==> src/rtl/pga_pkg.sv <==
package pga_pkg;
  typedef enum logic [1:0] {
    PH_START = 2'd0,
    PH_OPEN  = 2'd1,
    PH_SHUT  = 2'd2
  } phase_e;
endpackage

==> src/rtl/pga_sched.sv <==
module pga_sched
  import pga_pkg::*;
#(
  parameter int CNT_W = 8
) (
  input  logic             clk_i,
  input  logic             rst_ni,
  input  logic             clear_i,
  input  logic             strobe_i,
  input  logic [CNT_W-1:0] start_len_i,
  input  logic [CNT_W-1:0] open_len_i,
  input  logic [CNT_W-1:0] close_len_i,
  output logic             gate_now_o,
  output logic             gate_o
);
  phase_e           phase_q, ph;
  logic [CNT_W-1:0] cnt_q, ct;
  logic             gate_q;

  // Resolve exhausted phases; zero-length windows fall through.
  always_comb begin
    ph = phase_q;
    ct = cnt_q;
    if (ph == PH_START && ct >= start_len_i) begin
      ph = PH_OPEN;
      ct = '0;
    end
    if (ph == PH_OPEN && ct >= open_len_i) begin
      ph = PH_SHUT;
      ct = '0;
    end
    if (ph == PH_SHUT && ct >= close_len_i) begin
      if (open_len_i != '0) ph = PH_OPEN;
      ct = '0;
    end
  end

  always_ff @(posedge clk_i or negedge rst_ni) begin
    if (!rst_ni) begin
      phase_q <= PH_START;
      cnt_q   <= '0;
      gate_q  <= 1'b0;
    end else if (clear_i) begin
      phase_q <= PH_START;
      cnt_q   <= '0;
      gate_q  <= 1'b0;
    end else if (strobe_i) begin
      phase_q <= ph;
      cnt_q   <= ct + 1'b1;
      gate_q  <= (ph == PH_OPEN);
    end
  end

  assign gate_now_o = clear_i ? 1'b0 : (strobe_i ? (ph == PH_OPEN) : gate_q);
  assign gate_o     = gate_q;


  gate_hold_chk: assert property (@(posedge clk_i) disable iff (!rst_ni)
    (!strobe_i && !clear_i) |=> $stable(gate_o));


  clear_close_chk: assert property (@(posedge clk_i) disable iff (!rst_ni)
    clear_i |=> (!gate_o && phase_q == PH_START && cnt_q == '0));


  no_open_chk: assert property (@(posedge clk_i) disable iff (!rst_ni)
    (strobe_i && !clear_i && open_len_i == '0) |=> !gate_o);


  always_open_chk: assert property (@(posedge clk_i) disable iff (!rst_ni)
    (strobe_i && !clear_i && close_len_i == '0 && open_len_i != '0 &&
     phase_q != PH_START) |=> gate_o);


  start_shut_chk: assert property (@(posedge clk_i) disable iff (!rst_ni)
    (strobe_i && !clear_i && phase_q == PH_START && cnt_q < start_len_i) |=> !gate_o);
endmodule

==> src/rtl/pga_cell.sv <==
module pga_cell #(
  parameter int ACC_W = 8
) (
  input  logic             clk_i,
  input  logic             rst_ni,
  input  logic             clr_i,
  input  logic             inc_i,
  output logic [ACC_W-1:0] acc_o
);
  localparam logic [ACC_W-1:0] MAX = '1;

  logic [ACC_W-1:0] acc_q;

  always_ff @(posedge clk_i or negedge rst_ni) begin
    if (!rst_ni)                        acc_q <= '0;
    else if (clr_i)                     acc_q <= '0;
    else if (inc_i && acc_q != MAX)     acc_q <= acc_q + 1'b1;
  end

  assign acc_o = acc_q;


  no_wrap_chk: assert property (@(posedge clk_i) disable iff (!rst_ni)
    (acc_q == MAX && !clr_i) |=> acc_q == MAX);


  step_chk: assert property (@(posedge clk_i) disable iff (!rst_ni)
    (inc_i && !clr_i && acc_q != MAX) |=> acc_q == $past(acc_q) + 1'b1);


  hold_chk: assert property (@(posedge clk_i) disable iff (!rst_ni)
    (!inc_i && !clr_i) |=> $stable(acc_q));


  clr_chk: assert property (@(posedge clk_i) disable iff (!rst_ni)
    clr_i |=> acc_q == '0);
endmodule

==> src/rtl/pga_array.sv <==
module pga_array #(
  parameter int NPIX    = 64,
  parameter int LANES   = 8,
  parameter int ACC_W   = 8,
  parameter int WADDR_W = 3,
  parameter int PADDR_W = 6
) (
  input  logic               clk_i,
  input  logic               rst_ni,
  input  logic               clr_i,
  input  logic               en_i,
  input  logic [WADDR_W-1:0] addr_i,
  input  logic [LANES-1:0]   bits_i,
  input  logic [PADDR_W-1:0] rd_addr_i,
  output logic [ACC_W-1:0]   rd_data_o
);
  localparam int WORDS = NPIX / LANES;

  logic [ACC_W-1:0] acc_w [NPIX];
  logic [ACC_W-1:0] rd_q;

  for (genvar w = 0; w < WORDS; w++) begin : g_word
    logic hit;
    assign hit = en_i && (addr_i == WADDR_W'(w));
    for (genvar l = 0; l < LANES; l++) begin : g_lane
      pga_cell #(.ACC_W(ACC_W)) u_cell (
        .clk_i  (clk_i),
        .rst_ni (rst_ni),
        .clr_i  (clr_i),
        .inc_i  (hit && bits_i[l]),
        .acc_o  (acc_w[w*LANES + l])
      );
    end
  end

  always_ff @(posedge clk_i or negedge rst_ni) begin
    if (!rst_ni) rd_q <= '0;
    else if ({1'b0, rd_addr_i} < (PADDR_W+1)'(NPIX)) rd_q <= acc_w[rd_addr_i];
    else rd_q <= '0;
  end

  assign rd_data_o = rd_q;
endmodule

==> src/rtl/pulse_gate_accum.sv <==
module pulse_gate_accum #(
  parameter int NPIX  = 64,
  parameter int LANES = 8,
  parameter int ACC_W = 8,
  parameter int CNT_W = 8,
  localparam int WORDS   = NPIX / LANES,
  localparam int WADDR_W = (WORDS > 1) ? $clog2(WORDS) : 1,
  localparam int PADDR_W = (NPIX > 1) ? $clog2(NPIX) : 1
) (
  input  logic               clk_i,
  input  logic               rst_ni,
  input  logic               clear_i,
  input  logic [CNT_W-1:0]   start_len_i,
  input  logic [CNT_W-1:0]   open_len_i,
  input  logic [CNT_W-1:0]   close_len_i,
  input  logic               frame_strobe_i,
  input  logic               beat_valid_i,
  input  logic [WADDR_W-1:0] beat_addr_i,
  input  logic [LANES-1:0]   beat_bits_i,
  input  logic [PADDR_W-1:0] rd_addr_i,
  output logic [ACC_W-1:0]   rd_data_o,
  output logic               gate_o
);
  logic gate_now;

  pga_sched #(.CNT_W(CNT_W)) u_sched (
    .clk_i       (clk_i),
    .rst_ni      (rst_ni),
    .clear_i     (clear_i),
    .strobe_i    (frame_strobe_i),
    .start_len_i (start_len_i),
    .open_len_i  (open_len_i),
    .close_len_i (close_len_i),
    .gate_now_o  (gate_now),
    .gate_o      (gate_o)
  );

  pga_array #(
    .NPIX    (NPIX),
    .LANES   (LANES),
    .ACC_W   (ACC_W),
    .WADDR_W (WADDR_W),
    .PADDR_W (PADDR_W)
  ) u_array (
    .clk_i     (clk_i),
    .rst_ni    (rst_ni),
    .clr_i     (clear_i),
    .en_i      (gate_now && beat_valid_i),
    .addr_i    (beat_addr_i),
    .bits_i    (beat_bits_i),
    .rd_addr_i (rd_addr_i),
    .rd_data_o (rd_data_o)
  );


  reset_shut_chk: assert property (@(posedge clk_i)
    !rst_ni |=> !gate_o);
endmodule

==> config.mk <==
export PLATFORM = sky130hd
export DESIGN_NAME = pulse_gate_accum
export DESIGN_NICKNAME = d
export VERILOG_FILES = /design/src/rtl/pga_pkg.sv /design/src/rtl/pga_sched.sv /design/src/rtl/pga_cell.sv /design/src/rtl/pga_array.sv /design/src/rtl/pulse_gate_accum.sv
export SDC_FILE = /design/constraint.sdc
export NUM_CORES = 1
export LEC_CHECK = 0
export ABC_AREA = 1
export BUFFER_PORTS_ARGS = -buffer_cell sky130_fd_sc_hd__buf_4
export CAP_MARGIN = 20
export CELL_PAD_IN_SITES_DETAIL_PLACEMENT = 1
export CELL_PAD_IN_SITES_GLOBAL_PLACEMENT = 1
export CORE_MARGIN = 5
export CORE_UTILIZATION = 48
export CTS_BUF_LIST = sky130_fd_sc_hd__clkbuf_16
export DETAILED_ROUTE_END_ITERATION = 12
export GPL_ROUTABILITY_DRIVEN = 0
export PLACE_DENSITY = 0.78
export SYNTH_ARGS = -nofsm -noshare
export SYNTH_HDL_FRONTEND = slang
export SYNTH_SLANG_ARGS = --single-unit
==> constraint.sdc <==
create_clock -name clk_i -period 6.76 [get_ports clk_i]
set_clock_uncertainty 0.05 [all_clocks]
set_input_delay 0.338 -clock clk_i [delete_from_list [all_inputs] [get_ports clk_i]]
set_output_delay 0.338 -clock clk_i [all_outputs]
set_load 0.005 [all_outputs]
# ---- Word level (Yosys, flattened, before mapping)
# Cells that the tools add are included.
dict set report totals {
  output_inout_bits 9
  in_bits 46
  regBits 531
}
dict set report classes {
  n_lt_le_gt_ge 4
  bitwise_logic 1
  eq_ne 74
  n_reduce_logical 208
  n_mux 144
  addsub 65
}
# op count
set ops {}
lappend ops {{two-way mux 8 bit} 135}
lappend ops {{adder 8 x 1 -> 8 bit, second input constant} 65}
lappend ops {{!= test 8 bit, second input constant} 64}
lappend ops {{logical AND 1 bit} 140}
lappend ops {{nonzero test 2 bit} 65}
lappend ops {{binary-select mux 8 bit (select 6 bit)} 1}
lappend ops {{greater-or-equal comparator 8 bit} 3}
lappend ops {{equality test 3 bit, second input constant} 4}
lappend ops {{two-way mux 2 bit} 6}
lappend ops {{nonzero test 8 bit} 1}
lappend ops {{greater-or-equal comparator 7 bit, second input constant} 1}
lappend ops {{NOT 6 -> 7 bit} 1}
lappend ops {{equality test 3 x 2 -> 1 bit, second input constant} 2}
lappend ops {{equality test 2 x 1 -> 1 bit, second input constant} 2}
lappend ops {{equality test 3 x 1 -> 1 bit, second input constant} 1}
lappend ops {{zero test 3 bit} 1}
lappend ops {{equality test 2 bit, second input constant} 1}
lappend ops {{zero test 2 bit} 1}
lappend ops {{two-way mux 1 bit} 2}

# ---- Depth between registers and ports, before layout
dict set report logic_depth {
  depth_word 18
  mapped_depth 42
}

# ---- Cells and area by module
# Synthesis repeated with hierarchy kept, for this count alone.
dict set report hier_totals {
  hier_cells 6249
  area_unflattened_um2 40157.3
}
# mod area_per_inst_um2 instances cells_per_inst
set by_module_without_submodules {}
lappend by_module_without_submodules {pga_cell 511.7 64 74}
lappend by_module_without_submodules {pga_array 5895.7 1 1294}
lappend by_module_without_submodules {pga_sched 1502.7 1 217}
lappend by_module_without_submodules {pulse_gate_accum 7.5 1 2}

# ---- Least setup slack after synthesis
# OpenSTA, ideal clock, no wires.
dict set report synth_timing {
  path_type {flip-flop to flip-flop}
  startpoint {reg u_sched.cnt_q[7]}
  endpoint {reg u_sched.cnt_q[6]}
  period_less_slack_ns 4.753
  path_stages_with_launch 33
  setup_slack_ns 2.007
  setup_time_ns 0.118
  arrival_ns 4.585
  n_path_buf 1
  t_required_ns 6.592
  cell_sequence {dfrtp_1 > ha_1 > nand2_1 > nor2_2 > nand4_1 > nand3_1 > nand2_2 > inv_1 > clkbuf_1 > nor2_1 > ha_1 > a21o_1 > nor2_1 > nand3_1 > nand2_1 > a21oi_1 > nor3_1 > ha_1 > nand2_1 > nor2_1 > nand4_1 > o2111ai_1 > nand2_1 > inv_1 > nor2_1 > ha_1 > inv_1 > nor2_1 > nand2_1 > nor2_1 > nand3_1 > nand3_1 > nand2_1}
}
dict set report synth_via {
  elab_chain_cells 12
  elab_cells_between_ends 16
}
# item line
set synth_rtl {}
lappend synth_rtl {{from (decl)} pga_sched.sv:17} ;# logic [CNT_W-1:0] cnt_q, ct;
lappend synth_rtl {{from (signal assigned)} pga_sched.sv:49} ;# cnt_q <= ct + 1'b1;
lappend synth_rtl {{greater-or-equal comparator 8 bit} pga_sched.sv:24} ;# if (ph == PH_START && ct >= start_len_i) begin
lappend synth_rtl {{logical AND 1 bit} pga_sched.sv:24}
lappend synth_rtl {{two-way mux 8 bit or two-way mux 2 bit (tied branches)} pga_sched.sv:24}
lappend synth_rtl {{greater-or-equal comparator 8 bit or equality test 2 x 1 -> 1 bit (tied branches)} pga_sched.sv:28} ;# if (ph == PH_OPEN && ct >= open_len_i) begin
lappend synth_rtl {{logical AND 1 bit} pga_sched.sv:28}
lappend synth_rtl {{two-way mux 8 bit or two-way mux 2 bit (tied branches)} pga_sched.sv:28}
lappend synth_rtl {{greater-or-equal comparator 8 bit or equality test 2 bit (tied branches)} pga_sched.sv:32} ;# if (ph == PH_SHUT && ct >= close_len_i) begin
lappend synth_rtl {{logical AND 1 bit} pga_sched.sv:32}
lappend synth_rtl {{two-way mux 8 bit *} pga_sched.sv:32}
lappend synth_rtl {{adder 8 x 1 -> 8 bit *} pga_sched.sv:49}
lappend synth_rtl {{two-way mux 8 bit *} pga_sched.sv:47} ;# end else if (strobe_i) begin
lappend synth_rtl {{two-way mux 8 bit *} pga_sched.sv:43} ;# end else if (clear_i) begin
# Every way passes the cells marked *; elsewhere a longest branch is shown, timed or not. The select of a mux whose other input is x is not followed.
# A chain may end at the register's enable or synchronous reset.

# ---- Final worst setup path
dict set report layout_timing {
  startpoint {reg u_sched.cnt_q[7]}
  endpoint {reg u_array.g_word[2].g_lane[7].u_cell.acc_q[7]}
}
dict set report layout_via {
  elab_chain_cells 17
  elab_cells_between_ends 22
}
# item line
set layout_rtl {}
lappend layout_rtl {{greater-or-equal comparator 8 bit} pga_sched.sv:24}
lappend layout_rtl {{logical AND 1 bit} pga_sched.sv:24}
lappend layout_rtl {{two-way mux 8 bit or two-way mux 2 bit (tied branches)} pga_sched.sv:24}
lappend layout_rtl {{greater-or-equal comparator 8 bit or equality test 2 x 1 -> 1 bit (tied branches)} pga_sched.sv:28}
lappend layout_rtl {{logical AND 1 bit} pga_sched.sv:28}
lappend layout_rtl {{two-way mux 8 bit or two-way mux 2 bit (tied branches)} pga_sched.sv:28}
lappend layout_rtl {{greater-or-equal comparator 8 bit or equality test 2 bit (tied branches)} pga_sched.sv:32}
lappend layout_rtl {{logical AND 1 bit} pga_sched.sv:32}
lappend layout_rtl {{two-way mux 2 bit *} pga_sched.sv:32}
lappend layout_rtl {{equality test 2 x 1 -> 1 bit *} pga_sched.sv:54} ;# assign gate_now_o = clear_i ? 1'b0 : (strobe_i ? (ph == PH_OPEN) : gate_q);
lappend layout_rtl {{two-way mux 1 bit * (2 in a row)} pga_sched.sv:54}
lappend layout_rtl {{logical AND 1 bit *} pulse_gate_accum.sv:48} ;# .en_i (gate_now && beat_valid_i),
lappend layout_rtl {{logical AND 1 bit *} pga_array.sv:24} ;# assign hit = en_i && (addr_i == WADDR_W'(w));
lappend layout_rtl {{logical AND 1 bit *} pga_array.sv:30} ;# .inc_i (hit && bits_i[l]),
lappend layout_rtl {{logical AND 1 bit *} pga_cell.sv:17} ;# else if (inc_i && acc_q != MAX) acc_q <= acc_q + 1'b1;
lappend layout_rtl {{nonzero test 2 bit (no source line) *} -}
lappend layout_rtl {{to (signal assigned)} pga_cell.sv:17}
lappend layout_rtl {{to (decl)} pga_cell.sv:12} ;# logic [ACC_W-1:0] acc_q;
# Every way passes the cells marked *; elsewhere a longest branch is shown, timed or not.

==> results.json <==
{
  "max_clock_freq_ghz": 0.170,
  "tritoncts": "built",
  "internal-power_mw": 5.50,
  "endpoint": "u_array.g_word[2].g_lane[7].u_cell.acc_o[7]$_DFFE_PN0P_",
  "dr_wl_met2_mm": 59.6,
  "status": "finished, final reports clean",
  "fin_util": 0.526,
  "fin_cells": 6135,
  "pre_cts_slack_ns": 0.832,
  "p_total_mw": 7.73,
  "die_area_mm2": 0.0821,
  "yosys.area.top_type": "dfrtp_1",
  "grt_overflow": 0,
  "cp.arrival_ns": 6.39,
  "synthCells": 5155,
  "finalWorstSetupSlack_ns": 0.872,
  "peakVddDrop_v": 0.000221,
  "final-max-slew-violation-count": 0,
  "top_layer": "met5",
  "synth_area_mm2": 0.0367,
  "grt_usage": 0.306,
  "leakage_nw": 19.1,
  "hold_class": "in2reg",
  "met1_length_mm": 57.9,
  "start_util": 0.484,
  "net-switching-power_mw": 2.23,
  "dp_cells": 6014,
  "rsz0062_at_grt": "no",
  "nets": 5190,
  "maxCapViolations": 0,
  "synth-edff-count": 0,
  "p_comb_frac": 0.109,
  "crit_family": "simple AND/OR/NAND/NOR gates",
  "yosysSeqAreaShare": 0.362,
  "areaGrowthSynthToFinish_pct": 8.70,
  "postRouteAntennaNets": 0,
  "io_pins": 55,
  "crit_slowest_cell": "nand2_8",
  "pwr-share-seq": 0.427,
  "drive_gt1_frac": 0.0629,
  "totalWireLength_mm": 128,
  "worst_path_most_repeated_cell": "nand2_1",
  "max_stage_delay_ns": 0.61,
  "p_clk_frac": 0.464,
  "cts.htree.levels": 3,
  "ys_types": 48,
  "avgSynthCellArea_um2": 7.12,
  "cts.sinks": 531,
  "wl_met3_mm": 5.97,
  "fin_area_mm2": 0.0399,
  "placed_area_mm2": 0.0378,
  "p_sw_frac": 0.289,
  "ys_ff_latch": 531,
  "grt_max_degree": 187,
  "critPathLaunchType": "flop",
  "post-route-period-util": 0.871,
  "drcViolationCount": 0,
  "routedWlPerCell_um": 20.8,
  "fp.dieH_um": 287,
  "yosysWarnings": 0,
  "syn_nets": 5290,
  "dr.pass1.iters": 5,
  "synthFlopType": "dfrtp_1",
  "r2r-start": "u_sched.cnt_q[7]$_DFFE_PN0P_",
  "rows": 101,
  "dp.final_hpwl_mm": 82.4,
  "setup_violations": 0,
  "r2r-end": "u_array.g_word[2].g_lane[7].u_cell.acc_o[7]$_DFFE_PN0P_",
  "power.density_mw_per_mm2": 194,
  "antenna_found_initial": 5,
  "min_period_ns": 5.89,
  "path_class": "reg2reg",
  "layout_common_cells": "nand2_1 (1202), nand3_1 (679), nor2_1 (673), dfrtp_1 (531), o21ai_0 (418)",
  "hold_path.startpoint": "frame_strobe_i",
  "crit_fanout": 44,
  "clock_latency_ns": 0.63,
  "netlist.area_leader.share": 0.362,
  "core_mm2": 0.0759,
  "synthTopCellsByArea": "dfrtp_1 (36%), nand2_1 (12%), nand3_1 (9.3%)",
  "cts_setup_buffers": 0,
  "relSlewSlack": 0.291,
  "drt-initial-drc-count": 2626,
  "grt_pass1_vias": 36967,
  "finalHoldViolations": 0,
  "worstSetupEndpointType": "flop",
  "r2r_slack_ns": 0.87,
  "cp_num_cells": 30,
  "vias_per_cell": 5.95,
  "path_clk_slew_ns": 0.06,
  "critPathLaunch": "u_sched.cnt_q[7]$_DFFE_PN0P_",
  "hold_ws_ns": 0.0585,
  "cts_root_buffer": "clkbuf_16",
  "ys_async_sr_fraction": 1.00,
  "crit_required_ns": 7.26,
  "worst_pin_slew_ns": 1.06,
  "finalSetupTns_ns": 0,
  "numCtsBuffers": 68,
  "dieWidth_um": 287,
  "reg2reg_depth": 30,
  "portBuffers": 54,
  "final_common_cell": "nand2_1",
  "grt_pass1_wl_mm": 206,
  "crit_buf_inv": 2,
  "vias": 36490,
  "cts_buffer_depth": 3
}
[worst min path at each step]
stage	to	slack [ns]	cells after the start
floorplan	u_array.g_word[0].g_lane[0].u_cell.acc_o[0]$_DFFE_PN0P_	-0.008	0
global placement	u_sched.cnt_q[3]$_DFFE_PN0P_	0.41	1
detailed placement	u_sched.cnt_q[7]$_DFFE_PN0P_	0.40	1
CTS	u_sched.cnt_q[6]$_DFFE_PN0P_	0.02	4
global route	u_sched.cnt_q[6]$_DFFE_PN0P_	0.05	4
finish	u_sched.cnt_q[6]$_DFFE_PN0P_	0.06	4
[per-layer routing]
| layer | vias to the layer above | global-route usage |
|---|---|---|
| li1 | 17254 | - |
| met1 | 18205 | 0.421 |
| met2 | 798 | 0.504 |
| met3 | 231 | 0.0397 |
| met4 | 2 | 0.0956 |
| met5 | - | 0 |
[power by group through the flow]
stage          clock network (mW)  registers (mW)  logic [mW]
2_1_floorplan                   0            3.33       0.485
3_3_place_gp                    0            3.35       0.823
3_5_place_dp                    0            3.36       0.835
4_1_cts                      3.65            3.30       0.842
5_1_grt                      3.78            3.31       0.922
6_report                     3.58            3.30       0.843
[cells in the mapped netlist (2+ instances only)]
master	number
ha_1	89
nor3_1	95
nand4_4	49
inv_1	300
a221oi_1	16
a21oi_1	261
o32ai_1	7
o21ai_2	2
nor3_2	2
dfrtp_1	531
buf_12	6
nand2_4	16
o211ai_1	7
buf_2	16
a21o_1	2
nand4_2	15
xnor2_1	36
nor4_1	7
o311ai_0	2
nand3_1	679
nand2_2	36
a211oi_1	9
nand3b_1	22
nand4_1	117
nor3b_1	12
clkbuf_2	2
nor3_4	4
o221a_2	8
a41oi_1	7
nand2_1	1202
o22ai_1	47
a31oi_1	11
nor2_1	673
and3_1	10
xor2_1	176
o221ai_1	19
clkbuf_1	211
buf_1	24
o21ai_0	418
[flip-flops by register name, indices dropped and copies added (netlist names)]
| register | count |
|---|---|
| u_sched.phase_q | 2 |
| u_array.rd_data_o | 8 |
| u_sched.cnt_q | 8 |
| u_array.g_word.g_lane.u_cell.acc_o | 512 |
| u_sched.gate_o | 1 |
[worst min-delay path: cells and delay by family]
| family | cells | cell delay, ns |
|---|---|---|
| buffers and inverters | 1 | 0.09 |
| and+or+nand+nor | 3 | 0.24 |
[final cells by class]
type / count / area (µm²)
diodes: 1 / 2.50
well taps: 1030 / 1290
clock buffers: 70 / 1750
flip-flops and latches: 531 / 13300
clock inverters: 49 / 364
inverters: 302 / 1150
multi-input cells: 4062 / 21200
repair buffers: 90 / 833
fillers: 9790 / 36000
[kinds of logic after synthesis]
logic type,synth area share
xor+xnor,0.0506
buf+inv,0.0609
flops,0.362
compound gates,0.122
simple gates,0.374
fa+ha+maj,0.0303
[what timing repair did]
item / CTS / global route
gates resized for setup: 0 / 0
hold endpoints to repair: 94 / 0
hold buffers: 1 / 0
Power figures use the tool's default switching activity.
